`config.mk`:
```
export PLATFORM = sky130hd
export DESIGN_NAME = e3_fas_err_counter
export DESIGN_NICKNAME = d
export VERILOG_FILES = /design/src/rtl/e3fec_pkg.sv /design/src/rtl/e3fec_fas_cmp.sv /design/src/rtl/e3fec_oof_edge.sv /design/src/rtl/e3fec_evt_sel.sv /design/src/rtl/e3fec_sat_cnt.sv /design/src/rtl/e3_fas_err_counter.sv
export SDC_FILE = /design/constraint.sdc
export NUM_CORES = 1
export LEC_CHECK = 0
export ABC_AREA = 1
export BUFFER_PORTS_ARGS = -buffer_cell sky130_fd_sc_hd__buf_2
export CORE_MARGIN = 4
export CORE_UTILIZATION = 47
export CTS_CLUSTER_DIAMETER = 60
export DETAILED_ROUTE_END_ITERATION = 16
export PLACE_DENSITY = 0.73
export SLEW_MARGIN = 20
export SYNTH_ARGS = -nofsm -noshare
export SYNTH_HDL_FRONTEND = slang
export SYNTH_SLANG_ARGS = --single-unit
```
`constraint.sdc`:
```
create_clock -name clk -period 6.35 [get_ports clk]
set_input_delay 0.9525 -clock clk [delete_from_list [all_inputs] [get_ports clk]]
set_output_delay 0.9525 -clock clk [all_outputs]
set_load 0.1 [all_outputs]
```
`src/rtl/e3fec_pkg.sv`:
```
package e3fec_pkg;
    parameter int FAS_W = 10;
    parameter int CNT_W = 16;
    localparam int INC_W = $clog2(FAS_W + 1);

    typedef enum logic [1:0] {
        MODE_OOF  = 2'b00,
        MODE_BITS = 2'b01,
        MODE_WORD = 2'b10,
        MODE_RSVD = 2'b11
    } cnt_mode_e;
endpackage

```
`src/rtl/e3fec_fas_cmp.sv`:
```
module e3fec_fas_cmp
    import e3fec_pkg::*;
#(
    parameter int W   = FAS_W,
    parameter int IW  = $clog2(W + 1)
) (
    input  logic [W-1:0]  fas_rx,
    input  logic [W-1:0]  fas_exp,
    output logic [IW-1:0] mis_cnt,
    output logic          mis_any
);
    logic [W-1:0] diff;

    // Per-position mismatch flags
    genvar g;
    generate
        for (g = 0; g < W; g++) begin : g_diff
            assign diff[g] = fas_rx[g] ^ fas_exp[g];
        end
    endgenerate

    // Population count of mismatches
    always_comb begin
        logic [IW-1:0] acc;
        acc = '0;
        for (int i = 0; i < W; i++) begin
            acc = acc + {{(IW-1){1'b0}}, diff[i]};
        end
        mis_cnt = acc;
    end

    assign mis_any = |diff;
endmodule

```
`src/rtl/e3fec_oof_edge.sv`:
```
module e3fec_oof_edge (
    input  logic clk,
    input  logic rst_n,
    input  logic oof,
    output logic oof_rise
);
    typedef struct packed {
        logic prev;
    } edge_st_t;

    edge_st_t st_d, st_q;

    always_comb begin
        st_d      = st_q;
        st_d.prev = oof;
    end

    always_ff @(posedge clk) begin
        if (!rst_n) begin
            st_q <= '0;
        end else begin
            st_q <= st_d;
        end
    end

    assign oof_rise = oof & ~st_q.prev;
endmodule

```
`src/rtl/e3fec_evt_sel.sv`:
```
module e3fec_evt_sel
    import e3fec_pkg::*;
#(
    parameter int IW = INC_W
) (
    input  logic [1:0]    mode,
    input  logic          oof_rise,
    input  logic          frame_stb,
    input  logic          oof,
    input  logic          count_en,
    input  logic [IW-1:0] mis_cnt,
    input  logic          mis_any,
    output logic [IW-1:0] inc
);
    cnt_mode_e mode_e;
    logic      fas_ok;

    assign mode_e = cnt_mode_e'(mode);
    // Alignment checks only count with a frame strobe, in frame, and enabled
    assign fas_ok = frame_stb & ~oof & count_en;

    always_comb begin
        inc = '0;
        unique case (mode_e)
            MODE_OOF:  inc = {{(IW-1){1'b0}}, oof_rise};
            MODE_BITS: inc = fas_ok ? mis_cnt : '0;
            MODE_WORD: inc = {{(IW-1){1'b0}}, fas_ok & mis_any};
            MODE_RSVD: inc = '0;
            default:   inc = '0;
        endcase
    end
endmodule

```
`src/rtl/e3fec_sat_cnt.sv`:
```
module e3fec_sat_cnt
    import e3fec_pkg::*;
#(
    parameter int CW = CNT_W,
    parameter int IW = INC_W
) (
    input  logic          clk,
    input  logic          rst_n,
    input  logic [IW-1:0] inc,
    input  logic          latch_req,
    output logic [CW-1:0] cnt,
    output logic [CW-1:0] hold
);
    localparam logic [CW:0] CEIL = {1'b0, {CW{1'b1}}};

    typedef struct packed {
        logic [CW-1:0] cnt;
        logic [CW-1:0] hold;
    } cnt_st_t;

    cnt_st_t st_d, st_q;

    always_comb begin
        logic [CW:0] base;
        logic [CW:0] sum;
        st_d = st_q;
        // A latch restarts the interval; the current event goes into the new one
        base = latch_req ? '0 : {1'b0, st_q.cnt};
        sum  = base + {{(CW+1-IW){1'b0}}, inc};
        if (latch_req) begin
            st_d.hold = st_q.cnt;
        end
        st_d.cnt = (sum > CEIL) ? {CW{1'b1}} : sum[CW-1:0];
    end

    always_ff @(posedge clk) begin
        if (!rst_n) begin
            st_q <= '0;
        end else begin
            st_q <= st_d;
        end
    end

    assign cnt  = st_q.cnt;
    assign hold = st_q.hold;
endmodule

```
`src/rtl/e3_fas_err_counter.sv`:
```
module e3_fas_err_counter
    import e3fec_pkg::*;
#(
    parameter int FW = FAS_W,
    parameter int CW = CNT_W
) (
    input  logic          clk,
    input  logic          rst_n,
    input  logic          frame_stb,
    input  logic [FW-1:0] fas_rx,
    input  logic [FW-1:0] fas_exp,
    input  logic          oof,
    input  logic [1:0]    mode,
    input  logic          count_en,
    input  logic          latch_req,
    output logic [CW-1:0] hold_count
);
    localparam int IW = $clog2(FW + 1);

    logic [IW-1:0] mis_cnt;
    logic          mis_any;
    logic          oof_rise;
    logic [IW-1:0] inc;
    logic [CW-1:0] live_cnt;

    e3fec_fas_cmp #(.W(FW), .IW(IW)) u_cmp (
        .fas_rx  (fas_rx),
        .fas_exp (fas_exp),
        .mis_cnt (mis_cnt),
        .mis_any (mis_any)
    );

    e3fec_oof_edge u_edge (
        .clk      (clk),
        .rst_n    (rst_n),
        .oof      (oof),
        .oof_rise (oof_rise)
    );

    e3fec_evt_sel #(.IW(IW)) u_sel (
        .mode      (mode),
        .oof_rise  (oof_rise),
        .frame_stb (frame_stb),
        .oof       (oof),
        .count_en  (count_en),
        .mis_cnt   (mis_cnt),
        .mis_any   (mis_any),
        .inc       (inc)
    );

    e3fec_sat_cnt #(.CW(CW), .IW(IW)) u_cnt (
        .clk       (clk),
        .rst_n     (rst_n),
        .inc       (inc),
        .latch_req (latch_req),
        .cnt       (live_cnt),
        .hold      (hold_count)
    );
endmodule

```
## Word-level counts from Yosys, hierarchy flattened

Cells that the tools add are included.
Widths: inputs -> output; s select.

| storage, ports and cells | value |
|---|---|
| flip-flop bits (word level) | 33 |
| bits in latches | 0 |
| RAM bits | 0 |
| memory bits (read-only) | 0 |
| bits of input ports | 28 |
| output and inout bits | 16 |
| word-level logic and storage cells | 39 |
| memories | 0 |

| cells by class | value |
|---|---|
| add/subtract/negate cells | 10 |
| multiply operators | 0 |
| divide/modulo/power cells | 0 |
| magnitude comparators | 1 |
| equality and inequality tests | 3 |
| shift operators | 0 |
| muxes and demuxes | 4 |
| bitwise gates (word level) | 16 |
| reductions and logical operators | 2 |

Operators with widths:

| operator | number |
|---|---|
| $add 4x1->4 | 8 |
| $mux 16 | 2 |
| $add 17x4->17 | 1 |
| $gt 17x16->1 const B | 1 |
| $pmux 4 s4 | 1 |
| $reduce_or 10->1 | 1 |
| $xor 1x1->1 | 10 |
| $and 1x1->1 | 4 |
| $eq 2x2->1 const B | 2 |
| $mux 4 | 1 |
| $add 1x1->2 | 1 |
| $eq 2x1->1 const B | 1 |
| $logic_not 2->1 | 1 |
| $not 1->1 | 2 |

## Depth between registers and ports, before layout

Gate-level depths: netlist (run 1).

| depth | value |
|---|---|
| depth in word-level cells | 15 |
| depth in mapped cells | 23 |

## Modules after synthesis

A second synthesis (run 1) with hierarchy kept.

| unflattened totals | value |
|---|---|
| cell total of the unflattened synthesis | 318 |
| area, all modules | 2227.1 um^2 |

Modules (own cells, without submodules):

| module | times used | cells an instance | area an instance (um^2) |
|---|---|---|---|
| e3fec_sat_cnt | 1 | 234 | 1722.9 |
| e3fec_fas_cmp | 1 | 62 | 389.1 |
| e3fec_evt_sel | 1 | 17 | 77.6 |
| e3fec_oof_edge | 1 | 5 | 37.5 |

## Worst setup path after synthesis (run 1)

No wires, ideal clock.

| timing | value |
|---|---|
| path type | input to register |
| start | input fas_exp[0] |
| end | register u_cnt.st_q, in the netlist u_cnt.cnt[12] |
| setup time | 0.110 ns |
| arrival | 5.329 ns |
| required time | 6.240 ns |
| setup slack | 0.911 ns |
| stages | 19 |
| path through | xnor2_1 > inv_1 > ha_1 > inv_1 > fa_1 > fa_1 > fa_1 > fa_1 > fa_1 > nor2_1 > fa_1 > nand3_1 > nor2b_1 > nor2_8 > nand3_4 > buf_6 > nand3_2 > nand2_1 > inv_1 |

| on the way | value |
|---|---|
| word-level cells in the longest chain between the ends | 15 |

RTL lines:

| item | line | RTL |
|---|---|---|
| from (decl) | e3_fas_err_counter.sv:11 | `input logic [FW-1:0] fas_exp,` |
| $xor 1x1->1 (*) | e3fec_fas_cmp.sv:18 | `assign diff[g] = fas_rx[g] ^ fas_exp[g];` |
| $add 1x1->2 | e3fec_fas_cmp.sv:27 | `acc = acc + {{(IW-1){1'b0}}, diff[i]};` |
| $add 4x1->4 (8 in series) | e3fec_fas_cmp.sv:27 |  |
| $mux 4 | e3fec_evt_sel.sv:26 | `MODE_BITS: inc = fas_ok ? mis_cnt : '0;` |
| $pmux 4 s4 (*) | e3fec_evt_sel.sv:24 | `unique case (mode_e)` |
| $add 17x4->17 (*) | e3fec_sat_cnt.sv:29 | `sum = base + {{(CW+1-IW){1'b0}}, inc};` |
| $gt 17x16->1 | e3fec_sat_cnt.sv:33 | `st_d.cnt = (sum > CEIL) ? {CW{1'b1}} : sum[CW-1:0];` |
| $mux 16 (*) | e3fec_sat_cnt.sv:33 |  |
| to (signal assigned) | e3fec_sat_cnt.sv:40 | `st_q <= st_d;` |
| to (decl) | e3fec_sat_cnt.sv:21 | `cnt_st_t st_d, st_q;` |

Every way passes the cells marked *; elsewhere a longest branch is shown, timed or not.
A chain may end at the register's enable or synchronous reset.

## Final worst setup path (run 1)

| timing | value |
|---|---|
| start | input fas_exp[0] |
| end | register u_cnt.st_q, in the netlist u_cnt.cnt[9] |

The elaborated chain is that of the path after synthesis.

==> impl_metrics.yaml, run 1 <==
power_and_ir_drop:
  seq_power_share_pct: 39.9
  p_sw_uw: 182.5
  p_int_uw: 358.3
  power_frac_comb_pct: 30.4
  p_leak_uw: 0.001239
  swShare_pct: 33.75
  vdd_drop_max_mv: 0.1082
  power_density_nw_per_um2: 224.0
  clkPwrFrac_pct: 29.7
placed_design:
  dp_hpwl_um: 3271
  portBuffers: 43
  routabilityCongestion: 0.8961
  dp.cells: 380
route:
  wl_met2_um: 2053
  route.detailed.drc: 0
  maxUsedRoutingLayer: "met4"
  drt-wirelength-per-cell_um: 11.01
  vias_per_cell: 4.850
  wirelength_um: 4261
  num_vias: 1877
  drt-met1-wl_um: 1935
  met3_length_um: 184
  drt-initial-drc-count: 104
  antenna_left: 0
  drt-pass1-iter-count: 4
layout:
  utilization_pct: 55.84
  layout-drive-gt1-share_pct: 17.91
  fin_cells: 387
  antennaDiodeCount: 0
  syn_to_final_growth_pct: 15.36
  finalNetCount: 380
cts:
  numCtsBuffers: 5
  clock_latency_ns: 0.28
  cts-hold-fix-buffers: 0
  cts_tree: "done"
  cts_setup_buffers: 0
  cts_max_level: 2
  cts-root-buf: "clkbuf_8"
  cts_resized: 0
  clkSinkCount: 33
  clockBufferDepth: 2
  clk_pin_slew_ns: 0.07
global_routing:
  gr-total-overflow: 0
  grt_max_degree: 34
  antenna_found_initial: 0
  grt_pass1_wl_um: 7396
  grt_pass1_vias: 1682
  grt.total_usage_pct: 17.23
synth:
  ys.flop_type: "dfxtp_1"
  synth_most_common_cell: "inv_1"
  yosysTopAreaCell: "dfxtp_1"
  ys_seq_elements: 33
  avgSynthCellArea_um2: 7.144
  synth_top_area_share_pct: 31.56
  ys_seq_area_share_pct: 31.56
  synth_area_leaders: "dfxtp_1, inv_1, nor2_1"
  async_flop_share_pct: 0
  synth_cell_type_count: 27
  ys_warn_count: 0
  syn_nets: 338
  synth_area_um2: 2093
  synth_cells: 293
  synth-edff-count: 0
  ys_top_cells_by_count: "inv_1, nor2_1, nand2_1"
critical_path:
  max_stage_delay_ns: 0.53
  worst_setup_path_end_kind: "register"
  critical_path.cell_chain: "buf_2, xnor2_1, inv_1, ha_1, inv_1, fa_1, fa_1, fa_1, fa_1, fa_1, nor2_1, fa_1, nand3_1, nor2b_1, nor2_8, nand3_4, nand3_1, nand2_1, inv_1"
  critPathMaxFanout: 14
  path_common_cell: "fa_1"
  crit_arrival_ns: 5.64
  crit_slowest_cell: "fa_1"
  path_class: "input port to register"
  cp_data_required_time_ns: 6.54
  start_kind: "input port"
timing:
  setup_violations: 0
  final_max_slew_viol_count: 0
  finalCritPeriodShare_pct: 85.85
  finClkSkew_ns: 0.003015
  tightestPinTransition_ns: 0.5194
  rsz0062_at_grt: "false"
  tns_ns: 0
  finalHoldViolations: 0
  fin_crit_ns: 5.452
  fmax_mhz: 183.4
  slew_headroom_pct: 65.37
die:
  start_util_pct: 48.41
  die_area_um2: 5585
  die_w_um: 74.74
  ioPinCount: 44
  die_h_um: 74.74
  coreArea_um2: 4324
  rows: 24
run_status:
  status: "completed"
job:
  drv_cap: 0
worst_hold_path:
  holdCritPathClass: "register to register"
-- critical path: cells and delay by family --
| kind | cells | cell delay, ns |
|---|---|---|
| buffers and inverters | 4 | 0.26 |
| adder cells (fa/ha/maj) | 7 | 3.27 |
| XOR/XNOR | 1 | 0.22 |
| AND/OR/NAND/NOR | 7 | 0.93 |
-- cells in the final DEF, fill, tap and decap left out, drive strengths merged --
master / netlist / layout
nor2: 50 / 50
inv: 49 / 49
nand2: 47 / 47
buf: 2 / 43
dfxtp: 33 / 33
nand3: 31 / 31
a21oi: 20 / 20
o21ai: 16 / 16
ha: 10 / 10
xnor2: 8 / 8
xor2: 8 / 8
fa: 7 / 7
clkbuf: 6 / 7
nor3: 1 / 1
nor3b: 1 / 1
nor4: 1 / 1
o32ai: 1 / 1
nor2b: 1 / 1
clkinv: 1 / 1
-- cell type report --
class / instances / area (µm²)
fill: 428 / 1909
multi-input combinational: 202 / 1200
timing repair buffer: 43 / 215.2
clock buffer: 7 / 86.33
sequential: 33 / 660.6
inverter: 50 / 187.7
tap: 52 / 65.06
-- through the flow --
step           instance area [µm²]  setup WS [ns]  power, µW  hold slack (ns)
3_3_place_gp                  2328         0.7214      380.0           0.4486
6_report                      2415         0.8984      540.8           0.4611
2_1_floorplan                 2093         0.9111      352.2           0.4297
3_5_place_dp                  2328         0.5667      387.3           0.4517
4_1_cts                       2415         0.8607      549.4           0.4628
5_1_grt                       2415         0.5977      581.7           0.4794
-- cell families (layout without fill, tap and decap cells) --
group	Yosys count	in the layout	share of synthesized area [%]
AND/OR/NAND/NOR	132	132	28.93
XOR/XNOR	16	16	6.695
adder cells (fa/ha/maj)	17	17	12.67
buffers and inverters	58	100	11.12
flip-flops	33	33	31.56
AO/OA/AOI/OAI	37	37	9.026
-- metal layers --
layer | GRT usage (%) | vias to the layer above
li1 | - | 992
met1 | 21.97 | 841
met2 | 28.68 | 37
met3 | 3.605 | 7
met4 | 6.522 | 0
met5 | 0 | -
-- power groups by stage --
stage | clock network (µW) | logic, µW | registers [µW]
final | 161 | 164 | 216
after global routing | 177 | 189 | 216
after CTS | 166 | 168 | 216
after detailed placement | 0 | 167 | 221
after global placement | 0 | 160 | 220
after floorplan | 0 | 94.8 | 257
-- final timing paths --
kind	from	to	slack, ns	cells after the start
min reg2reg	u_cnt.cnt[0]	u_cnt.hold[0]	0.46	2
max reg2reg	u_edge.st_q	u_cnt.cnt[9]	4.21	12
min	u_cnt.cnt[0]	u_cnt.hold[0]	0.46	2
max	fas_exp[0]	u_cnt.cnt[9]	0.90	19
-- flip-flops by register name (all words and copies together), names as in the netlist --
signal	cells
u_cnt.cnt	16
u_cnt.hold	16
u_edge.st_q	1
Power figures use the tool's default switching activity.
==> run 2: changes to the inputs <==
--- a/config.mk
+++ b/config.mk
@@ -15,4 +15,5 @@
 export SLEW_MARGIN = 20
 export SYNTH_ARGS = -nofsm -noshare
 export SYNTH_HDL_FRONTEND = slang
+export SYNTH_HIERARCHICAL = 1
 export SYNTH_SLANG_ARGS = --single-unit
==> impl_metrics.yaml, run 2 <==
synth:
  synth_most_common_cell: "nand2_1"
  ys_seq_area_share_pct: 29.66
  ys.flop_type: "dfxtp_1"
  ys_top_cells_by_count: "nand2_1, inv_1, nor2_1"
  synth_area_leaders: "dfxtp_1, nand2_1, inv_1"
  ys_seq_elements: 33
  synth-edff-count: 0
  synth_cells: 318
  syn_nets: 360
  synth_area_um2: 2227
  synth_cell_type_count: 28
  async_flop_share_pct: 0
  synth_top_area_share_pct: 29.66
  yosysTopAreaCell: "dfxtp_1"
  avgSynthCellArea_um2: 7.004
  ys_warn_count: 6
cts:
  cts_resized: 0
  cts_tree: "done"
  cts-hold-fix-buffers: 0
  clock_latency_ns: 0.29
  cts_max_level: 2
  clkSinkCount: 33
  cts-root-buf: "clkbuf_8"
  cts_setup_buffers: 0
  numCtsBuffers: 5
  clockBufferDepth: 2
  clk_pin_slew_ns: 0.07
timing:
  tightestPinTransition_ns: 0.6454
  finalCritPeriodShare_pct: 80.93
  tns_ns: 0
  fmax_mhz: 194.6
  finClkSkew_ns: 0.006396
  rsz0062_at_grt: "false"
  slew_headroom_pct: 56.98
  finalHoldViolations: 0
  final_max_slew_viol_count: 0
  setup_violations: 0
  fin_crit_ns: 5.139
route:
  route.detailed.drc: 0
  antenna_left: 0
  drt-pass1-iter-count: 4
  drt-wirelength-per-cell_um: 10.82
  drt-initial-drc-count: 101
  vias_per_cell: 4.813
  wirelength_um: 4457
  num_vias: 1983
job:
  drv_cap: 0
layout:
  final_cell_mix: "nand2_1, inv_1, buf_2, nor2_1, dfxtp_1"
  syn_to_final_growth_pct: 15.28
  mostFrequentLayoutCell: "nand2_1"
  finalNetCount: 401
  layout-drive-gt1-share_pct: 21.67
  antennaDiodeCount: 0
  fin_cells: 412
run_status:
  status: "completed"
global_routing:
  grt.busiest_layer: "met1"
  antenna_found_initial: 0
  use_met2_pct: 23.61
  grt_util_met1_pct: 24.16
  gr-total-overflow: 0
  grt.met3_usage_pct: 4.098
  grt_pass1_wl_um: 8155
  grt.total_usage_pct: 16.89
  grt_pass1_vias: 1877
  grt_max_degree: 38
critical_path:
  worst_setup_path_end_kind: "register"
  path_class: "input port to register"
  critical_path.cell_chain: "buf_2, xnor2_1, fa_1, fa_1, fa_1, inv_1, ha_1, inv_1, fa_1, inv_1, nand2_1, nor2_1, inv_1, fa_1, o21ai_4, nand4_4, nand3_1, nand2_1, inv_1"
  critPathMaxFanout: 16
  max_stage_delay_ns: 0.55
  cp_data_required_time_ns: 6.59
  start_kind: "input port"
  crit_slowest_cell: "fa_1"
  crit_arrival_ns: 5.38
placed_design:
  routabilityCongestion: 0.9213
  dp.cells: 404
  dp_hpwl_um: 3396
  portBuffers: 43
die:
  coreArea_um2: 4474
  start_util_pct: 49.78
  rows: 24
  die_w_um: 76.84
  die_area_um2: 5904
  ioPinCount: 44
  die_h_um: 76.84
power_and_ir_drop:
  p_leak_uw: 0.001295
  power_density_nw_per_um2: 223.3
  vdd_drop_max_mv: 0.1228
worst_hold_path:
  holdCritPathClass: "register to register"
run 2: metal layers:
| metal | wire (µm) | vias up |
|---|---|---|
| met4 | 112 | 0 |
| met5 | 0 | - |
| met3 | 299 | 12 |
| met1 | 2221 | 862 |
| li1 | - | 1056 |
| met2 | 1823 | 53 |
run 2: final cells by class:
class	count	area (µm²)
multi-input combinational	218	1286
inverter	58	224.0
fill	440	1907
sequential	33	660.6
clock buffer	7	86.33
clock inverter	1	30.03
tap	52	65.06
timing repair buffer	43	215.2
run 2: worst max-delay path: cells and delay by family:
kind	cells	cell delay, ns
compound gates	1	0.29
xor+xnor	1	0.25
fa+ha+maj	6	2.67
buf+inv	6	0.42
simple gates	5	0.79
run 2: power breakdown:
group / internal, µW / total [µW] / switching (µW) / leakage, µW
Combinational: 50.9 / 153 / 102 / 0.000968
Sequential: 213 / 216 / 2.48 / 0.000269
Clock: 128 / 204 / 76.4 / 0.0000585
run 2: cell families (layout without fill, tap and decap cells):
logic type / after synthesis / count (layout) / synth area share, %
compound gates: 45 / 45 / 12.58
xor+xnor: 10 / 10 / 3.932
fa+ha+maj: 14 / 14 / 10.22
buf+inv: 67 / 109 / 12.58
flops: 33 / 33 / 29.66
simple gates: 149 / 149 / 31.01
run 2: final timing paths:
path | startpoint | cells past startpoint | slack [ns] | to
min reg2reg | u_cnt/cnt[0] | 2 | 0.47 | u_cnt/hold[0]
min | u_cnt/cnt[0] | 2 | 0.47 | u_cnt/hold[0]
max | fas_exp[1] | 19 | 1.21 | u_cnt/cnt[10]
max reg2reg | u_edge/st_q | 11 | 4.08 | u_cnt/cnt[10]
run 2: stage by stage:
step	util (%)	total power [µW]	setup WS [ns]	hold slack [ns]	area (µm²)
after global routing	57.38	618.3	0.8317	0.4992	2567
after floorplan	-	344.6	1.397	0.4346	2227
final	57.38	573.3	1.211	0.4678	2567
after detailed placement	54.78	374.0	0.8946	0.4627	2451
after global placement	54.78	370.9	0.9874	0.4474	2451
after CTS	57.38	580.8	1.195	0.4739	2567
==> run 3: changes to the inputs <==
==> constraint.sdc (replaced) <==
create_clock -name clk -period 5.1 [get_ports clk]
set_input_delay 0.765 -clock clk [delete_from_list [all_inputs] [get_ports clk]]
set_output_delay 0.765 -clock clk [all_outputs]
set_load 0.1 [all_outputs]
==> impl_metrics.yaml, run 3 (synthesis gave the netlist of run 2 again) <==
route:
  drt-wirelength-per-cell_um: 11.02
  vias_per_cell: 4.728
  route.detailed.drc: 0
  wirelength_um: 4585
  drt-pass1-iter-count: 4
  drt-initial-drc-count: 110
  antenna_left: 0
  wl_met2_um: 2001
  num_vias: 1967
  met3_length_um: 261
  drt-met1-wl_um: 2304
  maxUsedRoutingLayer: "met4"
worst_hold_path:
  holdCritPathClass: "register to register"
  worstHoldStart: "u_cnt/cnt[0]"
power_and_ir_drop:
  p_sw_uw: 228.2
  power_frac_comb_pct: 25.6
  power_density_nw_per_um2: 284.6
  clkPwrFrac_pct: 38.7
  p_int_uw: 523.9
  vdd_drop_max_mv: 0.1816
  swShare_pct: 30.34
  p_leak_uw: 0.001341
  seq_power_share_pct: 35.7
layout:
  syn_to_final_growth_pct: 18.65
  antennaDiodeCount: 0
  area.sequential_um2: 660.6
  finalNetCount: 405
  layout-drive-gt1-share_pct: 23.35
  final_cell_mix: "nand2_1, inv_1, buf_2, nor2_1, dfxtp_1"
  mostFrequentLayoutCell: "nand2_1"
  multi_input_area_um2: 1301
  fillers: 411
placed_design:
  dp_hpwl_um: 3553
  routabilityCongestion: 0.8607
  portBuffers: 43
timing:
  fin_crit_ns: 4.749
  final_max_slew_viol_count: 0
  finClkSkew_ns: 0.002217
  slew_headroom_pct: 57.21
  tns_ns: 0
  rsz0062_at_grt: "false"
  tightestPinTransition_ns: 0.6418
  hold_ws_ns: 0.4650
  setup_violations: 0
  finalHoldViolations: 0
  fmax_mhz: 210.6
  finalCritPeriodShare_pct: 93.13
critical_path:
  cp_data_required_time_ns: 5.25
  worst_setup_path_end_kind: "register"
  r2r-start: "u_edge/st_q"
  path_class: "input port to register"
  start_kind: "input port"
  crit_arrival_ns: 4.90
  startpoint: "fas_exp[1]"
  critPathMaxFanout: 6
die:
  coreArea_um2: 4474
  die_area_um2: 5904
  die_w_um: 76.84
  start_util_pct: 49.78
  ioPinCount: 44
  die_h_um: 76.84
  rows: 24
cts:
  numCtsBuffers: 5
  cts_tree: "done"
  cts_setup_buffers: 0
  clk_pin_slew_ns: 0.07
  clkSinkCount: 33
  clock_latency_ns: 0.28
  clockBufferDepth: 2
  cts-root-buf: "clkbuf_8"
  cts-hold-fix-buffers: 0
  cts_max_level: 2
global_routing:
  grt_pass1_vias: 1864
  grt_pass1_wl_um: 8238
  grt_max_degree: 38
  antenna_found_initial: 0
  grt.total_usage_pct: 16.97
  gr-total-overflow: 0
run_status:
  status: "completed"
job:
  drv_cap: 0
-- run 3: power groups by stage --
stage	clock, µW	sequential [µW]	combinational [µW]
3_5_place_dp	0	275	193
6_report	291	269	193
5_1_grt	315	269	225
2_1_floorplan	0	321	109
3_3_place_gp	0	274	187
4_1_cts	298	269	194
-- run 3: metrics by stage --
step                setup slack, ns  std cells  utilization (%)  power [µW]  area, µm²
floorplan                    0.3344        318                -       429.1       2227
global placement            0.09496        408            55.73       461.7       2494
detailed placement        -0.008373        408            55.73       467.6       2494
CTS                          0.2532        416            58.72       760.8       2628
global route                0.04082        416            59.06       809.9       2643
finish                       0.3505        416            59.06       752.1       2643
-- run 3: per-layer routing --
layer  vias up  track usage [%]
li1       1062                -
met1       860            23.66
met2        43            25.96
met3         2            4.801
met4         0            3.804
met5         -                0
-- run 3: timing repair --
action | in CTS | in global routing
resized for setup | 0 | 2
endpoints found under the hold margin | 0 | 0
endpoints found under the setup margin | 0 | 2
-- run 3: cell type report --
type | instances | share of cell area (%)
clock buffers | 5 | 2.604
well taps | 52 | 2.462
inverters | 58 | 8.475
clock inverters | 3 | 2.462
repair buffers | 47 | 9.754
multi-input cells | 218 | 49.24
flip-flops and latches | 33 | 25.00
-- run 3: path summary, 6_finish.rpt --
check	to	slack (ns)	cells past startpoint
setup reg to reg	u_cnt/cnt[4]	2.97	10
hold reg to reg	u_cnt/hold[0]	0.46	2
setup / recovery	u_cnt/cnt[4]	0.35	18
hold / removal	u_cnt/hold[0]	0.46	2
-- run 3: critical path, cell delays in order --
cell	delay, ns
buf_2	0.11
xnor2_2	0.20
fa_1	0.47
fa_1	0.52
fa_1	0.54
inv_1	0.04
ha_1	0.20
inv_1	0.07
fa_1	0.41
inv_1	0.07
nand2_1	0.05
nor2_1	0.14
inv_1	0.08
fa_1	0.51
o21ai_4	0.22
buf_4	0.17
xor2_1	0.25
a21oi_2	0.09
